<file path="src/rtl/sndctl_pkg.sv">
package sndctl_pkg;

  localparam int ATT_W  = 7;
  localparam int TONE_W = 5;
  localparam int VOL_W  = 8;
  localparam int BAL_W  = 6;
  localparam int PTR_W  = 4;

  // strobes from the bus controller to the register datapath
  typedef struct packed {
    logic ptrLoad;   // rxByte holds a register pointer
    logic dataWr;    // rxByte holds data for the current pointer
    logic statusRd;  // a status byte was just issued to the bus
  } busStb_t;

  typedef enum logic [2:0] {
    BUS_IDLE,
    BUS_ADDR,
    BUS_PTR,
    BUS_WDATA,
    BUS_TX,
    BUS_MACK,
    BUS_RELOAD
  } busState_t;

endpackage

</file>
<file path="src/rtl/sndCtlSync.sv">
module sndCtlSync #(
  parameter int STAGES = 2
) (
  input  logic clk,
  input  logic rstN,
  input  logic din,
  output logic dout
);
  logic [STAGES-1:0] chain;

  generate
    if (STAGES == 1) begin : g_single
      always_ff @(posedge clk or negedge rstN) begin
        if (!rstN) chain <= '1;
        else       chain <= din;
      end
    end else begin : g_multi
      always_ff @(posedge clk or negedge rstN) begin
        if (!rstN) chain <= '1;
        else       chain <= {chain[STAGES-2:0], din};
      end
    end
  endgenerate

  assign dout = chain[STAGES-1];
endmodule

</file>
<file path="src/rtl/sndCtlBusCtrl.sv">
module sndCtlBusCtrl
  import sndctl_pkg::*;
#(
  parameter logic [7:0] WR_ADDR = 8'h84
) (
  input  logic       clk,
  input  logic       rstN,
  input  logic       sclSync,
  input  logic       sdaSync,
  input  logic [7:0] statusByte,
  output busStb_t    strobe,
  output logic [7:0] rxByte,
  output logic       sdaLow,
  output logic       startDet,
  output logic       stopDet
);
  localparam logic [7:0] RD_ADDR = WR_ADDR | 8'h01;

  busState_t  state;
  logic       sclPrev, sdaPrev;
  logic [3:0] bitCnt;
  logic [7:0] shiftReg;
  logic       ackPend, inAck, isRead;
  logic       sclRise, sclFall;
  logic [7:0] rxNext;

  assign sclRise  = sclSync & ~sclPrev;
  assign sclFall  = ~sclSync & sclPrev;
  assign startDet = sclSync & sclPrev & sdaPrev & ~sdaSync;
  assign stopDet  = sclSync & sclPrev & ~sdaPrev & sdaSync;
  assign rxNext   = {shiftReg[6:0], sdaSync};
  assign rxByte   = shiftReg;

  always_ff @(posedge clk or negedge rstN) begin
    if (!rstN) begin
      sclPrev <= 1'b1;
      sdaPrev <= 1'b1;
    end else begin
      sclPrev <= sclSync;
      sdaPrev <= sdaSync;
    end
  end

  always_ff @(posedge clk or negedge rstN) begin
    if (!rstN) begin
      state    <= BUS_IDLE;
      bitCnt   <= '0;
      shiftReg <= '0;
      ackPend  <= 1'b0;
      inAck    <= 1'b0;
      isRead   <= 1'b0;
      sdaLow   <= 1'b0;
      strobe   <= '0;
    end else begin
      strobe <= '0;
      if (startDet) begin
        state   <= BUS_ADDR;
        bitCnt  <= '0;
        sdaLow  <= 1'b0;
        ackPend <= 1'b0;
        inAck   <= 1'b0;
      end else if (stopDet) begin
        state   <= BUS_IDLE;
        sdaLow  <= 1'b0;
        ackPend <= 1'b0;
        inAck   <= 1'b0;
      end else begin
        unique case (state)
          BUS_IDLE: ;
          BUS_ADDR, BUS_PTR, BUS_WDATA: begin
            if (inAck) begin
              if (sclFall) begin
                inAck  <= 1'b0;
                sdaLow <= 1'b0;
                bitCnt <= '0;
                if (state == BUS_ADDR && isRead) begin
                  shiftReg        <= statusByte;
                  sdaLow          <= ~statusByte[7];
                  strobe.statusRd <= 1'b1;
                  state           <= BUS_TX;
                end else if (state == BUS_ADDR) begin
                  state <= BUS_PTR;
                end else begin
                  state <= BUS_WDATA;
                end
              end
            end else if (ackPend) begin
              if (sclFall) begin
                ackPend <= 1'b0;
                inAck   <= 1'b1;
                sdaLow  <= 1'b1;
              end
            end else if (sclRise) begin
              shiftReg <= rxNext;
              bitCnt   <= bitCnt + 4'd1;
              if (bitCnt == 4'd7) begin
                if (state == BUS_ADDR) begin
                  if (rxNext == WR_ADDR) begin
                    isRead  <= 1'b0;
                    ackPend <= 1'b1;
                  end else if (rxNext == RD_ADDR) begin
                    isRead  <= 1'b1;
                    ackPend <= 1'b1;
                  end else begin
                    state <= BUS_IDLE;
                  end
                end else if (state == BUS_PTR) begin
                  strobe.ptrLoad <= 1'b1;
                  ackPend        <= 1'b1;
                end else begin
                  strobe.dataWr <= 1'b1;
                  ackPend       <= 1'b1;
                end
              end
            end
          end
          BUS_TX: begin
            if (sclRise) begin
              bitCnt <= bitCnt + 4'd1;
            end else if (sclFall) begin
              if (bitCnt == 4'd8) begin
                sdaLow <= 1'b0;
                state  <= BUS_MACK;
              end else begin
                shiftReg <= {shiftReg[6:0], 1'b0};
                sdaLow   <= ~shiftReg[6];
              end
            end
          end
          BUS_MACK: begin
            if (sclRise) state <= sdaSync ? BUS_IDLE : BUS_RELOAD;
          end
          BUS_RELOAD: begin
            if (sclFall) begin
              shiftReg        <= statusByte;
              sdaLow          <= ~statusByte[7];
              strobe.statusRd <= 1'b1;
              bitCnt          <= '0;
              state           <= BUS_TX;
            end
          end
          default: state <= BUS_IDLE;
        endcase
      end
    end
  end
endmodule

</file>
<file path="src/rtl/sndCtlRegFile.sv">
module sndCtlRegFile
  import sndctl_pkg::*;
#(
  parameter logic [ATT_W-1:0]  ATT_INIT  = 7'h34,
  parameter logic [TONE_W-1:0] TONE_INIT = 5'h10,
  parameter logic [BAL_W-1:0]  BAL_INIT  = 6'h20
) (
  input  logic              clk,
  input  logic              rstN,
  input  busStb_t           strobe,
  input  logic [7:0]        rxByte,
  input  logic              stereoDet,
  input  logic              bilingDet,
  output logic [7:0]        statusByte,
  output logic              testMode,
  output logic [ATT_W-1:0]  attLevel,
  output logic              extSel,
  output logic              forceMono,
  output logic              outSel1,
  output logic              outSel0,
  output logic              tvUnmute,
  output logic              lsUnmute,
  output logic [TONE_W-1:0] bassLvl,
  output logic [TONE_W-1:0] trebleLvl,
  output logic [VOL_W-1:0]  volLvl,
  output logic [BAL_W-1:0]  balLvl
);
  localparam logic [PTR_W-1:0] PTR_TRIM  = PTR_W'(0);
  localparam logic [PTR_W-1:0] PTR_INSEL = PTR_W'(1);
  localparam logic [PTR_W-1:0] PTR_BASS  = PTR_W'(2);
  localparam logic [PTR_W-1:0] PTR_TREB  = PTR_W'(3);
  localparam logic [PTR_W-1:0] PTR_ROUTE = PTR_W'(4);
  localparam logic [PTR_W-1:0] PTR_VOL   = PTR_W'(5);
  localparam logic [PTR_W-1:0] PTR_BAL   = PTR_W'(6);

  logic [PTR_W-1:0] regPtr;
  logic             ponFlag;

  assign statusByte = {ponFlag, stereoDet, bilingDet, 5'b0};

  always_ff @(posedge clk or negedge rstN) begin
    if (!rstN) begin
      regPtr  <= '0;
      ponFlag <= 1'b1;
    end else begin
      if (strobe.statusRd) ponFlag <= 1'b0;
      if (strobe.ptrLoad)     regPtr <= rxByte[PTR_W-1:0];
      else if (strobe.dataWr) regPtr <= regPtr + PTR_W'(1);
    end
  end

  always_ff @(posedge clk or negedge rstN) begin
    if (!rstN) begin
      testMode  <= 1'b0;
      attLevel  <= ATT_INIT;
      extSel    <= 1'b0;
      forceMono <= 1'b0;
      outSel1   <= 1'b0;
      outSel0   <= 1'b0;
      tvUnmute  <= 1'b0;
      lsUnmute  <= 1'b0;
      bassLvl   <= TONE_INIT;
      trebleLvl <= TONE_INIT;
      volLvl    <= '0;
      balLvl    <= BAL_INIT;
    end else if (strobe.dataWr) begin
      case (regPtr)
        PTR_TRIM: begin
          testMode <= rxByte[7];
          attLevel <= rxByte[ATT_W-1:0];
        end
        PTR_INSEL: begin
          extSel    <= rxByte[5];
          forceMono <= rxByte[0];
        end
        PTR_BASS: bassLvl   <= rxByte[TONE_W-1:0];
        PTR_TREB: trebleLvl <= rxByte[TONE_W-1:0];
        PTR_ROUTE: begin
          outSel1  <= rxByte[7];
          outSel0  <= rxByte[6];
          tvUnmute <= rxByte[5];
          lsUnmute <= rxByte[4];
        end
        PTR_VOL: volLvl <= rxByte[VOL_W-1:0];
        PTR_BAL: balLvl <= rxByte[BAL_W-1:0];
        default: ;
      endcase
    end
  end
endmodule

</file>
<file path="src/rtl/sndCtlI2cSlave.sv">
module sndCtlI2cSlave
  import sndctl_pkg::*;
#(
  parameter logic [7:0] WR_ADDR     = 8'h84,
  parameter int         SYNC_STAGES = 2
) (
  input  logic              clk,
  input  logic              rstN,
  input  logic              sclIn,
  input  logic              sdaIn,
  input  logic              stereoDet,
  input  logic              bilingDet,
  output logic              sdaDrvLow,
  output logic              testMode,
  output logic [ATT_W-1:0]  attLevel,
  output logic              extSel,
  output logic              forceMono,
  output logic              outSel1,
  output logic              outSel0,
  output logic              tvUnmute,
  output logic              lsUnmute,
  output logic [TONE_W-1:0] bassLvl,
  output logic [TONE_W-1:0] trebleLvl,
  output logic [VOL_W-1:0]  volLvl,
  output logic [BAL_W-1:0]  balLvl
);
  logic       sclSync, sdaSync;
  logic       startDet, stopDet;
  busStb_t    strobe;
  logic [7:0] rxByte;
  logic [7:0] statusByte;

  sndCtlSync #(.STAGES(SYNC_STAGES)) u_sclSync (
    .clk(clk), .rstN(rstN), .din(sclIn), .dout(sclSync));
  sndCtlSync #(.STAGES(SYNC_STAGES)) u_sdaSync (
    .clk(clk), .rstN(rstN), .din(sdaIn), .dout(sdaSync));

  sndCtlBusCtrl #(.WR_ADDR(WR_ADDR)) u_ctrl (
    .clk(clk), .rstN(rstN), .sclSync(sclSync), .sdaSync(sdaSync),
    .statusByte(statusByte), .strobe(strobe), .rxByte(rxByte),
    .sdaLow(sdaDrvLow), .startDet(startDet), .stopDet(stopDet));

  sndCtlRegFile u_regs (
    .clk(clk), .rstN(rstN), .strobe(strobe), .rxByte(rxByte),
    .stereoDet(stereoDet), .bilingDet(bilingDet), .statusByte(statusByte),
    .testMode(testMode), .attLevel(attLevel), .extSel(extSel),
    .forceMono(forceMono), .outSel1(outSel1), .outSel0(outSel0),
    .tvUnmute(tvUnmute), .lsUnmute(lsUnmute), .bassLvl(bassLvl),
    .trebleLvl(trebleLvl), .volLvl(volLvl), .balLvl(balLvl));
endmodule

</file>
<file path="config.mk">
export PLATFORM = sky130hd
export DESIGN_NAME = sndCtlI2cSlave
export DESIGN_NICKNAME = d
export VERILOG_FILES = /design/src/rtl/sndctl_pkg.sv /design/src/rtl/sndCtlSync.sv /design/src/rtl/sndCtlBusCtrl.sv /design/src/rtl/sndCtlRegFile.sv /design/src/rtl/sndCtlI2cSlave.sv
export SDC_FILE = /design/constraint.sdc
export NUM_CORES = 1
export LEC_CHECK = 0
export ABC_AREA = 0
export BUFFER_PORTS_ARGS = -buffer_cell sky130_fd_sc_hd__buf_2
export CORE_MARGIN = 2
export CORE_UTILIZATION = 35
export CTS_BUF_LIST = sky130_fd_sc_hd__clkbuf_4 sky130_fd_sc_hd__clkbuf_8
export CTS_CLUSTER_SIZE = 16
export DETAILED_ROUTE_END_ITERATION = 8
export PLACE_DENSITY_LB_ADDON = 0.12
export SETUP_SLACK_MARGIN = 0.02
export SYNTH_ARGS = -nofsm -noshare
export SYNTH_HDL_FRONTEND = slang
export SYNTH_SLANG_ARGS = --single-unit
</file>
<file path="constraint.sdc">
create_clock -name clk -period 2.55 [get_ports clk]
set_input_delay 0.255 -clock clk [delete_from_list [all_inputs] [get_ports clk]]
set_output_delay 0.255 -clock clk [all_outputs]
set_load 0.03 [all_outputs]
</file>
======== Word level (Yosys, flattened, before mapping) ========
Index checks and enable logic that the tools add are counted.
word-level totals
  input bits .............................. 6
  register bits ........................... 71
  logic and storage cells ................. 195
  output and inout bits ................... 39
operators by class
  $add $sub $neg .......................... 2
  reductions and logical operators ........ 23
  equal/unequal tests ..................... 42
  mux-type cells .......................... 83
  bitwise operators ....................... 17
operators with widths
  cell                                                    number
  2-to-1 mux 8 bit                                        9
  2-to-1 mux 3 bit                                        19
  2-to-1 mux 1 bit                                        36
  2-to-1 mux 4 bit                                        8
  case mux 8 bit (3 select lines)                         1
  inequality test 5 x 3 -> 1 bit (second input constant)  4
  equality test 4 x 3 -> 1 bit (second input constant)    4
  equality test 8 bit (second input constant)             2
  inequality test 4 x 3 -> 1 bit (second input constant)  4
  AND reduction 2 bit                                     8
  inequality test 3 bit (second input constant)           5
  inequality test 5 bit (second input constant)           3
  case mux 3 bit (5 select lines)                         1
  AND reduction 13 bit                                    1
  2-to-1 mux 2 bit                                        6
  case mux 4 bit (3 select lines)                         1
  AND reduction 11 bit                                    1
  inequality test 5 x 4 -> 1 bit (second input constant)  2
  inverter 1 bit                                          10
  equality test 3 bit (second input constant)             3
  AND reduction 9 bit                                     1
  adder 4 x 1 -> 4 bit (second input constant)            2
  equality test 4 x 2 -> 1 bit (second input constant)    2
  inequality test 4 bit (second input constant)           2
  20 further kinds                                        32

======== Depth between registers and ports, before layout ========
  depth in word-level cells ............... 11
  mapped depth ............................ 7
  depth with buffers taken out ............ 7

======== Cells and area by module ========
A second synthesis with hierarchy kept.
unflattened totals
  cells, all modules ...................... 296
  area, all modules ....................... 3569.7 um^2
by module, submodules not included
  module         seq. area each (um^2)  area an instance (um^2)  cells each  instances
  sndCtlRegFile  1084.8                 1836.8                   123         1
  sndCtlBusCtrl  603.1                  1627.8                   169         1
  sndCtlSync     52.6                   52.6                     2           2

======== Worst setup path after synthesis ========
OpenSTA, ideal clock, no wires.
  path kind ............................... reg2reg
  start point ............................. register u_sdaSync.chain[1]
  end point ............................... register u_ctrl.shiftReg[0], in the netlist u_ctrl.rxByte[0]
  required time ........................... 2.425 ns
  clock period less this slack ............ 2.067 ns
  cell stages (with the launch flop) ...... 7
  buffers on the path ..................... 2
  arrival time ............................ 1.942 ns
  library setup time ...................... 0.125 ns
  setup slack ............................. 0.483 ns
  path through ............................ dfstp_2 -> xor2_1 -> and3_1 -> clkbuf_1 -> or4b_1 -> buf_6 -> mux2_4
on the way
  cells in the longest elaborated chain, start to end .. 4
  elaborated cells on any way between the ends .. 10
  those cells by class .................... mux: 4; bitwise: 5; reduce/logical: 1
RTL lines
  element                                                                         RTL line                                  text
  from (decl)                                                                     sndCtlSync.sv:9                           logic [STAGES-1:0] chain;
  from (signal assigned)                                                          sndCtlSync.sv:20                          else chain <= {chain[STAGES-2:0], din};
  2-to-1 mux 8 bit / inverter 1 bit (equally long branches)                       sndCtlBusCtrl.sv:93, sndCtlBusCtrl.sv:29
  2-to-1 mux 8 bit / AND 1 bit (equally long branches)                            sndCtlBusCtrl.sv:87, sndCtlBusCtrl.sv:29
  2-to-1 mux 8 bit / inverter 1 bit (equally long branches)                       n/a
  case mux 8 bit (3 select lines) / AND reduction 11 bit (equally long branches)  n/a
  to (signal assigned)                                                            sndCtlBusCtrl.sv:77                       shiftReg <= statusByte;
  to (signal assigned)                                                            sndCtlBusCtrl.sv:94                       shiftReg <= rxNext;
  to (signal assigned)                                                            sndCtlBusCtrl.sv:125                      shiftReg <= {shiftReg[6:0], 1'b0};
  to (decl)                                                                       sndCtlBusCtrl.sv:22                       logic [7:0] shiftReg;
Parallel ways exist; a longest one is shown, timed or not. The select of a mux whose other input is x is not followed.
A chain may end at the register's enable or synchronous reset.

======== Worst setup path in the final report ========
  start point ............................. register u_sclSync.chain[1]
  end point ............................... register u_ctrl.shiftReg[6], in the netlist u_ctrl.rxByte[6]
on the way
  cells in the longest elaborated chain, start to end .. 5
  elaborated cells on any way between the ends .. 16
  those cells by class .................... eq/ne: 5; bitwise: 10; reduce/logical: 1
RTL lines
  element                                           RTL line
  from (decl)                                       sndCtlSync.sv:9
  from (signal assigned)                            sndCtlSync.sv:20
  AND 1 bit                                         sndCtlBusCtrl.sv:29, sndCtlBusCtrl.sv:30
  AND 1 bit, on equally long branches (2 in a row)  sndCtlBusCtrl.sv:30, sndCtlBusCtrl.sv:29
  inverter 1 bit (no line)                          n/a
  AND reduction 11 bit (no line) *                  n/a
Mark *: on every way between the ends. The rest lies on a longest branch, timed or not.

==> impl_metrics.yaml <==
timing:
  setup_ws_ns: 0.2901
  setup_viol: 0
  fmax_ghz: 0.4425
  hold_viol: 0
  maxSlewHeadroom_pct: 68.01
  slew_viol_final: 0
  finalCritPeriodShare_pct: 88.62
  tightest_slew_ns: 0.4677
  fin_skew_ns: 0.01223
  hold_slack_ns: 0.2779
  fin_setup_tns_ns: 0
  rsz0062_at_grt: "false"
  period_needed_ns: 2.260
layout:
  final_util_pct: 43.18
  antenna_cells: 0
  drive_gt1_share_pct: 34.93
  nets: 363
  area_delta_synth_final_pct: 18.78
  fill_cells: 904
floorplanning:
  fp.dieW_um: 102.4
  die_area_um2: 10490
  core_um2: 9328
  placementRows: 35
  initial_core_util_pct: 36.35
  ios: 45
  die-height_um: 102.4
power_and_ir_drop:
  p_per_area_nw_per_um2: 846.4
  ir_drop_uv: 300.8
  clockPowerShare_pct: 28.3
  leakagePower_nw: 1.942
  power_switching_mw: 1.175
  swShare_pct: 34.47
  power.internal_mw: 2.234
  combPwrFrac_pct: 29.5
  total_power_mw: 3.409
  power_frac_seq_pct: 42.2
logic_synthesis:
  ys_ff_latch: 71
  synth_ff_type: "dfrtp_1"
  yosysWarnings: 0
  synth-seq-area-share_pct: 52.88
  synth_top_cell_by_area: "dfrtp_1"
  synthArstFlopShare_pct: 100.0
  synth_edf_count: 0
  synth_top_area_share_pct: 42.80
  synth_most_common_cell: "dfrtp_1"
  syn-num-nets: 311
  synth_area_leaders: "dfrtp_1, mux2_2, dfstp_2, nand2_1, o21ai_0"
  synth_area_um2: 3391
  ys_types: 56
  netlist_instances: 299
  avgSynthCellArea_um2: 11.34
  netlist_top_cells_count: "dfrtp_1, nand2_1, mux2_2"
critical_path:
  r2r_slack_ns: 0.29
  reg2reg_to: "u_ctrl.rxByte[6]"
  reg2reg_depth: 5
  cp_max_fo: 8
  critical_path_class: "reg -> reg"
  max_stage_delay_ns: 0.76
  endpoint_kind: "register"
  cp_common_cell: "nor2b_1"
  timing.critical_path.from: "u_sclSync.chain[1]"
  critPathBufInv: 0
  critical-path-slowest-cell: "or4b_1"
  path_delay_family: "simple AND/OR/NAND/NOR gates"
  r2r-start: "u_sclSync.chain[1]"
  arrival_ns: 2.48
  worstPathCellList: "nor2b_1 > nor2b_1 > o22ai_1 > or4b_1 > mux2_4"
  cp.required_ns: 2.77
  start_kind: "register"
placement:
  dp_slack_ns: 0.2767
  portBuffers: 44
  globalplace.congestion: 0.8483
  hpwl_um: 5280
job:
  drv_cap: 0
routing:
  drt_first_pass_iters: 4
  routed_via_density: 4.961
  vias: 2401
  drt_iter0_drc: 121
  routed_wl_um: 7606
  drt-wirelength-per-cell_um: 15.71
  ant_nets: 0
  drc: 0
min_path:
  min_path_type: "in -> reg"
  hold_start: "bilingDet"
  hold-path-cell-count: 3
  whs_endpoint: "u_ctrl.rxByte[5]"
cts:
  cts-root-buf: "clkbuf_8"
  cts_buffers: 9
  clock_latency_ns: 0.34
  cts_tree: "built"
  clockBufferDepth: 2
  htree_levels: 3
  clock_sinks: 71
  path_clk_slew_ns: 0.07
grt:
  grt.busiest_layer: "met1"
  grt_pass1_wl_um: 12340
  antenna_found_initial: 0
  grt-ovfl-total: 0
  global_route.usage.met1_pct: 23.01
  grt_pass1_vias: 2340
  grt_usage_pct: 15.47
  grt_use_met2_pct: 22.67
  met3_usage_pct: 2.462
  grt_max_degree: 72
run_status:
  outcome: "complete, no violations"
## final cells by class
type / instances / area (um^2) / share of cell area (%)
sequential: 71 / 1793 / 44.52
multi-input combinational: 199 / 1473 / 36.56
timing repair buffer: 58 / 345.3 / 8.574
tap: 129 / 161.4 / 4.007
clock buffer: 9 / 123.9 / 3.075
clock inverter: 6 / 86.33 / 2.144
inverter: 12 / 45.04 / 1.118
## kinds of logic (layout without fill, tap and decap cells)
group | after synthesis | count (layout) | synth area share [%]
buf+inv | 29 | 85 | 3.690
mux | 44 | 44 | 14.80
flops | 71 | 71 | 52.88
compound gates | 63 | 63 | 12.10
simple gates | 82 | 82 | 13.28
fa+ha+maj | 6 | 6 | 2.214
xor+xnor | 4 | 4 | 1.033
## cell usage in the layout, fill, tap and decap left out, drive strengths merged, types with 2 or more instances in the layout
master       count
clkinv           3
a211oi           3
and2             3
xor2             3
dlygate4sd3      3
clkbuf           9
nor3             3
nand4            4
o31ai            2
bufinv           2
nor2b            9
buf             55
nand4b           4
nor3b            3
mux2            37
o22ai            3
nor2             4
or4              2
inv             12
a31oi            2
or4b             2
dfrtp           58
a21oi           12
dfstp           13
a2111oi          2
o21ai           23
ha               6
nand3            5
o21bai           2
a32oi            3
mux2i            7
a21o             2
nand2b           3
nand2           34
## sequential cells by signal, summed over array words and instances, names as in the netlist, 2 cells and up
register / flops
u_ctrl.strobe: 3
u_sclSync.chain: 2
u_sdaSync.chain: 2
u_regs.volLvl: 8
u_regs.trebleLvl: 5
u_regs.balLvl: 6
u_ctrl.bitCnt: 4
u_ctrl.state: 3
u_regs.attLevel: 7
u_regs.regPtr: 4
u_ctrl.rxByte: 8
u_regs.bassLvl: 5
## what timing repair did
item / 4_1_cts / 5_1_grt
buffers inserted: 0 / 0
gates resized for setup: 0 / 0
hold endpoints to repair: 60 / 0
hold buffers: 3 / 0
## routing by layer
| metal | up-vias | part of all wire [%] |
|---|---|---|
| li1 | 1174 | - |
| met1 | 1161 | 51 |
| met2 | 57 | 44 |
| met3 | 9 | 4.2 |
| met4 | 0 | 1.2 |
| met5 | - | 0 |
## power groups by stage
stage                     clock network, mW  registers [mW]  logic (mW)
final                                 0.964            1.44        1.00
after global routing                   1.04            1.47        1.12
after CTS                              1.01            1.44        1.01
after detailed placement                  0            1.47        1.00
after global placement                    0            1.46        1.01
after floorplan                           0            1.39       0.790
## worst max path at each step
stage,to,slack [ns],cells past startpoint
floorplan,u_ctrl.rxByte[0],0.48,6
finish,u_ctrl.rxByte[6],0.29,5
detailed placement,u_ctrl.rxByte[6],0.28,5
global route,u_ctrl.rxByte[6],0.13,5
global placement,u_ctrl.rxByte[7],0.30,5
CTS,u_ctrl.rxByte[6],0.27,5
## through the flow
step	instance area [um^2]	std cells
2_1_floorplan	3391	299
3_3_place_gp	3787	466
3_5_place_dp	3787	466
4_1_cts	4028	484
5_1_grt	4028	484
6_report	4028	484
## worst min-delay path: cells and delay by family
kind                   cells  cell delay, ns
multiplexers               2            0.25
buffers and inverters      1            0.07
Note: power is estimated with default switching activity, not from simulation.
